File: src/rtl/uart_irq_pkg.sv
// Shared constants for the interrupt identification encoder.
// Assumes the source order below is the priority order (index 0 highest).
package uart_irq_pkg;
    localparam int IER_W   = 6;
    localparam int N_SRC   = 7;
    localparam int IDX_W   = $clog2(N_SRC);
    localparam int CODE_W  = 6;

    // enable bit positions inside ier
    localparam int IE_RX   = 0;
    localparam int IE_THR  = 1;
    localparam int IE_LSR  = 2;
    localparam int IE_MSR  = 3;
    localparam int IE_XOFF = 4;
    localparam int IE_FLOW = 5;

    // priority slots, 0 = highest
    localparam int P_LSR   = 0;
    localparam int P_RXTO  = 1;
    localparam int P_RXRDY = 2;
    localparam int P_THR   = 3;
    localparam int P_MSR   = 4;
    localparam int P_XOFF  = 5;
    localparam int P_FLOW  = 6;

    localparam logic [CODE_W-1:0] CODE_IDLE = 6'b000001;

    // map a priority slot to its identification code
    function automatic logic [CODE_W-1:0] id_code(input logic [IDX_W-1:0] slot);
        case (slot)
            IDX_W'(P_LSR):   id_code = 6'b000110;
            IDX_W'(P_RXTO):  id_code = 6'b001100;
            IDX_W'(P_RXRDY): id_code = 6'b000100;
            IDX_W'(P_THR):   id_code = 6'b000010;
            IDX_W'(P_MSR):   id_code = 6'b000000;
            IDX_W'(P_XOFF):  id_code = 6'b010000;
            IDX_W'(P_FLOW):  id_code = 6'b100000;
            default:         id_code = CODE_IDLE;
        endcase
    endfunction
endpackage

File: src/rtl/uart_irq_flags.sv
// Stored interrupt flags: transmit-empty (set by event, cleared by
// acknowledge) and Xoff/special (set by detect, cleared by Xon).
// Assumes single-cycle pulses; a set in the same cycle as a clear wins.
module uart_irq_flags (
    input  logic clk,
    input  logic rst_n,
    input  logic thr_set,
    input  logic thr_ack,
    input  logic xoff_set,
    input  logic xon_clr,
    output logic thr_flag,
    output logic xoff_flag
);
    // update both sticky flags; set has precedence over clear
    always_ff @(posedge clk) begin
        if (!rst_n) begin
            thr_flag  <= 1'b0;
            xoff_flag <= 1'b0;
        end else begin
            thr_flag  <= thr_set  | (thr_flag  & ~thr_ack);
            xoff_flag <= xoff_set | (xoff_flag & ~xon_clr);
        end
    end
endmodule

File: src/rtl/uart_irq_prio.sv
// Fixed-priority selector: finds the lowest-index active request.
// Assumes index 0 is the highest priority; purely combinational.
module uart_irq_prio #(
    parameter int N     = 7,
    localparam int IW   = $clog2(N)
) (
    input  logic [N-1:0]  req,
    output logic          valid,
    output logic [IW-1:0] slot
);
    logic [N:0]     seen;
    logic [N-1:0]   first;

    assign seen[0] = 1'b0;

    // thermometer of "a higher request exists" and one-hot winner
    for (genvar i = 0; i < N; i++) begin : g_chain
        assign first[i]  = req[i] & ~seen[i];
        assign seen[i+1] = seen[i] | req[i];
    end

    // encode the one-hot winner into a slot number
    always_comb begin
        slot = '0;
        for (int i = 0; i < N; i++) begin
            if (first[i]) slot = IW'(i);
        end
    end

    assign valid = seen[N];
endmodule

File: src/rtl/uart_irq_id.sv
// Interrupt identification encoder for a single-channel UART.
// Gathers gated sources in priority order, selects the winner and forms
// the identification byte. Assumes pulses are one cycle wide and that
// iir_rd is asserted for one cycle per register read.
module uart_irq_id
    import uart_irq_pkg::*;
(
    input  logic             clk,
    input  logic             rst_n,
    input  logic             lsr_err,
    input  logic             rx_ready,
    input  logic             rx_timeout,
    input  logic             thr_evt,
    input  logic             msr_chg,
    input  logic             xoff_det,
    input  logic             xon_det,
    input  logic             flow_chg,
    input  logic [IER_W-1:0] ier,
    input  logic             efr_en,
    input  logic             fifo_en,
    input  logic             iir_rd,
    output logic [7:0]       iir,
    output logic             irq
);
    logic             thr_flag;
    logic             xoff_flag;
    logic             thr_ack;
    logic [N_SRC-1:0] req;
    logic             any;
    logic [IDX_W-1:0] win;

    uart_irq_flags u_flags (
        .clk       (clk),
        .rst_n     (rst_n),
        .thr_set   (thr_evt),
        .thr_ack   (thr_ack),
        .xoff_set  (xoff_det),
        .xon_clr   (xon_det),
        .thr_flag  (thr_flag),
        .xoff_flag (xoff_flag)
    );

    // gate each source with its enable, in priority order
    always_comb begin
        req          = '0;
        req[P_LSR]   = lsr_err    & ier[IE_LSR];
        req[P_RXTO]  = rx_timeout & ier[IE_RX];
        req[P_RXRDY] = rx_ready   & ier[IE_RX];
        req[P_THR]   = thr_flag   & ier[IE_THR];
        req[P_MSR]   = msr_chg    & ier[IE_MSR];
        req[P_XOFF]  = xoff_flag  & ier[IE_XOFF] & efr_en;
        req[P_FLOW]  = flow_chg   & ier[IE_FLOW] & efr_en;
    end

    uart_irq_prio #(.N(N_SRC)) u_prio (
        .req   (req),
        .valid (any),
        .slot  (win)
    );

    // acknowledge transmit-empty only when it is the reported cause
    assign thr_ack = iir_rd & any & (win == IDX_W'(P_THR));

    // form the identification byte and the request line
    always_comb begin
        iir[7:6] = {2{fifo_en}};
        iir[5:0] = any ? id_code(win) : CODE_IDLE;
    end

    assign irq = any;
endmodule

File: config.mk
export PLATFORM = sky130hd
export DESIGN_NAME = uart_irq_id
export DESIGN_NICKNAME = d
export VERILOG_FILES = /design/src/rtl/uart_irq_pkg.sv /design/src/rtl/uart_irq_flags.sv /design/src/rtl/uart_irq_prio.sv /design/src/rtl/uart_irq_id.sv
export SDC_FILE = /design/constraint.sdc
export NUM_CORES = 1
export LEC_CHECK = 0
export BUFFER_PORTS_ARGS = -buffer_cell sky130_fd_sc_hd__clkbuf_2
export CAP_MARGIN = 40
export CORE_AREA = 2 2 39 41
export CTS_BUF_LIST = sky130_fd_sc_hd__clkbuf_8
export CTS_CLUSTER_DIAMETER = 80
export DETAILED_ROUTE_END_ITERATION = 16
export DIE_AREA = 0 0 41 43
export GPL_TIMING_DRIVEN = 1
export SYNTH_ARGS = -nofsm -noshare
export SYNTH_HDL_FRONTEND = slang
export SYNTH_HIERARCHICAL = 1
export SYNTH_SLANG_ARGS = --single-unit
File: constraint.sdc
create_clock -name clk -period 3.2 [get_ports clk]
set_input_delay 0.16 -clock clk [delete_from_list [all_inputs] [get_ports clk]]
set_output_delay 0.16 -clock clk [all_outputs]
set_load 0.005 [all_outputs]
==> impl_metrics.csv <==
group,metric,value,unit
route,vias,338,
synthesis,synth_cell_types,19,
timing,slew_headroom,0.594,
place,place_ws,1.44,ns
clock_tree,clock-sinks,2,
timing,timing.fmax,533,MHz
final_layout,layout-drive-gt1-share,0.469,
clock_tree,clk-insertion-delay-late,0.21,ns
synthesis,synth_top_area_share,0.146,
power_and_ir_drop,p_leak,0.000233,uW
route,drtIter0Drc,1,
synthesis,ys_top_cells_by_count,"5 x and2_1, 5 x nor2_1, 3 x nand2_1",
synthesis,synth_fp_nets,58,
grt,grt_max_degree,7,
place,port_buffers,24,
route,postRouteAntennaNets,0,
worst_setup_path,cp_data_required_time,3.04,ns
synthesis,ys.flop_type,"dfxtp_1",
timing,period_needed,1.88,ns
timing,skew,0.00163,ns
timing,setup_viol,0,
power_and_ir_drop,p_comb_frac,0.282,
run,maxCapViolCount,0,
route,dr.pass1.iters,2,
clock_tree,ctsHoldBuffers,0,
synthesis,synth-seq-cells,2,
final_layout,regArea,40.0,um2
worst_setup_path,setup.worst_path.end,"iir[5]",
worst_setup_path,critPathKind,"reg2out",
synthesis,syn_inst,39,
synthesis,synth_top_area_cell,"dfxtp_1",
final_layout,area_growth,60.7,%
place,place_inst,77,
timing,worst_slew_pin_slew,0.605,ns
clock_tree,cts_setup_buffers,0,
worst_setup_path,cp-start-kind,"flop",
timing,fin_ws,1.32,ns
synthesis,synth-seq-area-share,0.146,
final_layout,antenna_cells,0,
synthesis,synth-edff-count,0,
final_layout,fin_area,440,um2
worst_setup_path,arrival,1.72,ns
worst_hold_path,holdCritPathClass,"in2reg",
floorplan,die_w,41,um
worst_setup_path,reg2reg_depth,8,
clock_tree,h-tree-depth,1,
floorplan,die_y,43,um
place,dp_hpwl,565,um
place,gp_congestion,0.760,
worst_setup_path,setup.worst_path.start,"u_flags/xoff_flag",
timing,hold_viol_final,0,
final_layout,nets,85,
power_and_ir_drop,p_sw_frac,0.246,
worst_setup_path,cp_max_fo,6,
floorplan,coreArea,1380,um2
grt,track_usage,0.0900,
clock_tree,cts_buffer_depth,2,
power_and_ir_drop,p_int,133,uW
floorplan,die_area,1760,um2
floorplan,rows,14,
final_layout,n_fill_cell,158,
route,drcViolationCount,0,
grt,grt_first_pass_wirelength,1070,um
route,vias_per_cell,4.23,
worst_setup_path,r2r_slack,1.43,ns
clock_tree,cts_inserted_buffers,3,
synthesis,synth_area,274,um2
grt,globalRoute.totalOverflow,0,
worst_setup_path,critPathCaptureType,"primary output",
clock_tree,cts-root-buf,"clkbuf_8",
synthesis,async_reset_ff_frac,0,
floorplan,ioPinCount,28,
timing,setup_tns,0,ns
clock_tree,cts_resized,0,
synthesis,yosys-top-cells-area,"dfxtp_1 15%, and2_1 11%, nor2b_4 10%",
final_layout,final_cells,80,
worst_setup_path,r2r_end,"u_flags/thr_flag",
worst_setup_path,r2r-start,"u_flags/xoff_flag",
power_and_ir_drop,power.clock.fraction,0.561,
synthesis,yosys_warnings,6,
power_and_ir_drop,p_sw,43.3,uW
run_status,status,"finished, final reports clean",
power_and_ir_drop,seqPwrFrac,0.157,
clock_tree,tritoncts,"done",
route,totalWireLength,669,um
final_layout,multiInputGateArea,215,um2
floorplan,start_util,0.198,
grt,grt_pass1_vias,325,
grt,antenna_found_initial,0,
timing,rsz0062_at_grt,"no",
route,wire_per_inst,8.36,um
power_and_ir_drop,ir_drop,231,uV
power_and_ir_drop,fin_total_pwr,176,uW
synthesis,synth_area_per_cell,7.03,um2
clock_tree,clk_pin_slew_worst_paths,0.03,ns
timing,min_period_over_period,0.586,
power_and_ir_drop,power_density,399,nW/um2
place,postPlaceCellArea,399,um2
timing,finalMaxSlewViolations,0,
## how the worst min path moves through the flow
stage                     startpoint           endpoint  depth (start not counted)  slack, ns
after floorplan                rst_n   u_flags/thr_flag                          1       0.28
after global placement       fifo_en             iir[7]                          0       0.32
after detailed placement     fifo_en             iir[7]                          0       0.32
after CTS                   xoff_det  u_flags/xoff_flag                          2       0.15
after global routing        xoff_det  u_flags/xoff_flag                          2       0.17
final                       xoff_det  u_flags/xoff_flag                          2       0.16
## worst max-delay path: stages, from the launching register on
cell      delay [ns]
dfxtp_1         0.29
and3_1          0.17
nor2_1          0.09
a211oi_1        0.08
nor3_1          0.48
nor3b_1         0.25
clkbuf_2        0.14
## registers in the layout, summed over array words and instances, names as in the netlist
register and count:
u_flags/thr_flag 1, u_flags/xoff_flag 1
## stage by stage
step / hold WS, ns / utilization
floorplan: 0.277 / -
global placement: 0.320 / 0.288
detailed placement: 0.320 / 0.288
CTS: 0.154 / 0.318
global route: 0.168 / 0.318
finish: 0.158 / 0.318
## kinds of logic (layout without fill, tap and decap cells)
group | count (synthesis) | in the layout | synth area share
xor gates and xnor gates | 1 | 1 | 0.0320
buffers and inverters | 3 | 28 | 0.0685
AOI/OAI and AO/OA | 6 | 6 | 0.146
DFF | 2 | 2 | 0.146
and+or+nand+nor | 27 | 27 | 0.607
## placed cells by master, fill, tap and decap left out
cell type,synthesis,final
o21bai_1,1,1
a21oi_1,2,2
and2_1,5,5
nor2_1,5,5
clkbuf_2,0,24
dfxtp_1,2,2
nor2b_1,2,2
a211oi_1,1,1
clkbuf_8,0,3
nand2b_1,2,2
o21a_1,2,2
nand3_1,2,2
nand2_1,3,3
nor2b_4,2,2
xor2_1,1,1
nor3_1,2,2
inv_1,1,1
and3_1,2,2
nor4_2,1,1
nor3b_1,1,1
## layer usage
layer	wire [um]	vias to the layer above	GRT usage
li1	-	181	-
met1	257	148	0.0730
met2	364	9	0.156
met3	47	0	0.0366
met4	0	0	0.0667
met5	0	-	0
## power by group through the flow
| stage | clock network, uW | logic [uW] | registers (uW) |
|---|---|---|---|
| CTS | 103 | 50.3 | 27.6 |
| floorplan | 0 | 30.3 | 27.7 |
| detailed placement | 0 | 50.0 | 27.9 |
| global route | 107 | 55.1 | 27.9 |
| global placement | 0 | 49.3 | 27.8 |
| finish | 98.7 | 49.5 | 27.6 |
## cell type report
class / count / share of cell area
Multi-Input combinational cell: 34 / 0.489
Timing Repair Buffer: 24 / 0.273
Clock buffer: 3 / 0.0938
Sequential cell: 2 / 0.0909
Tap cell: 16 / 0.0455
Inverter: 1 / 0.00852
Note: power is estimated with default switching activity, not from simulation.
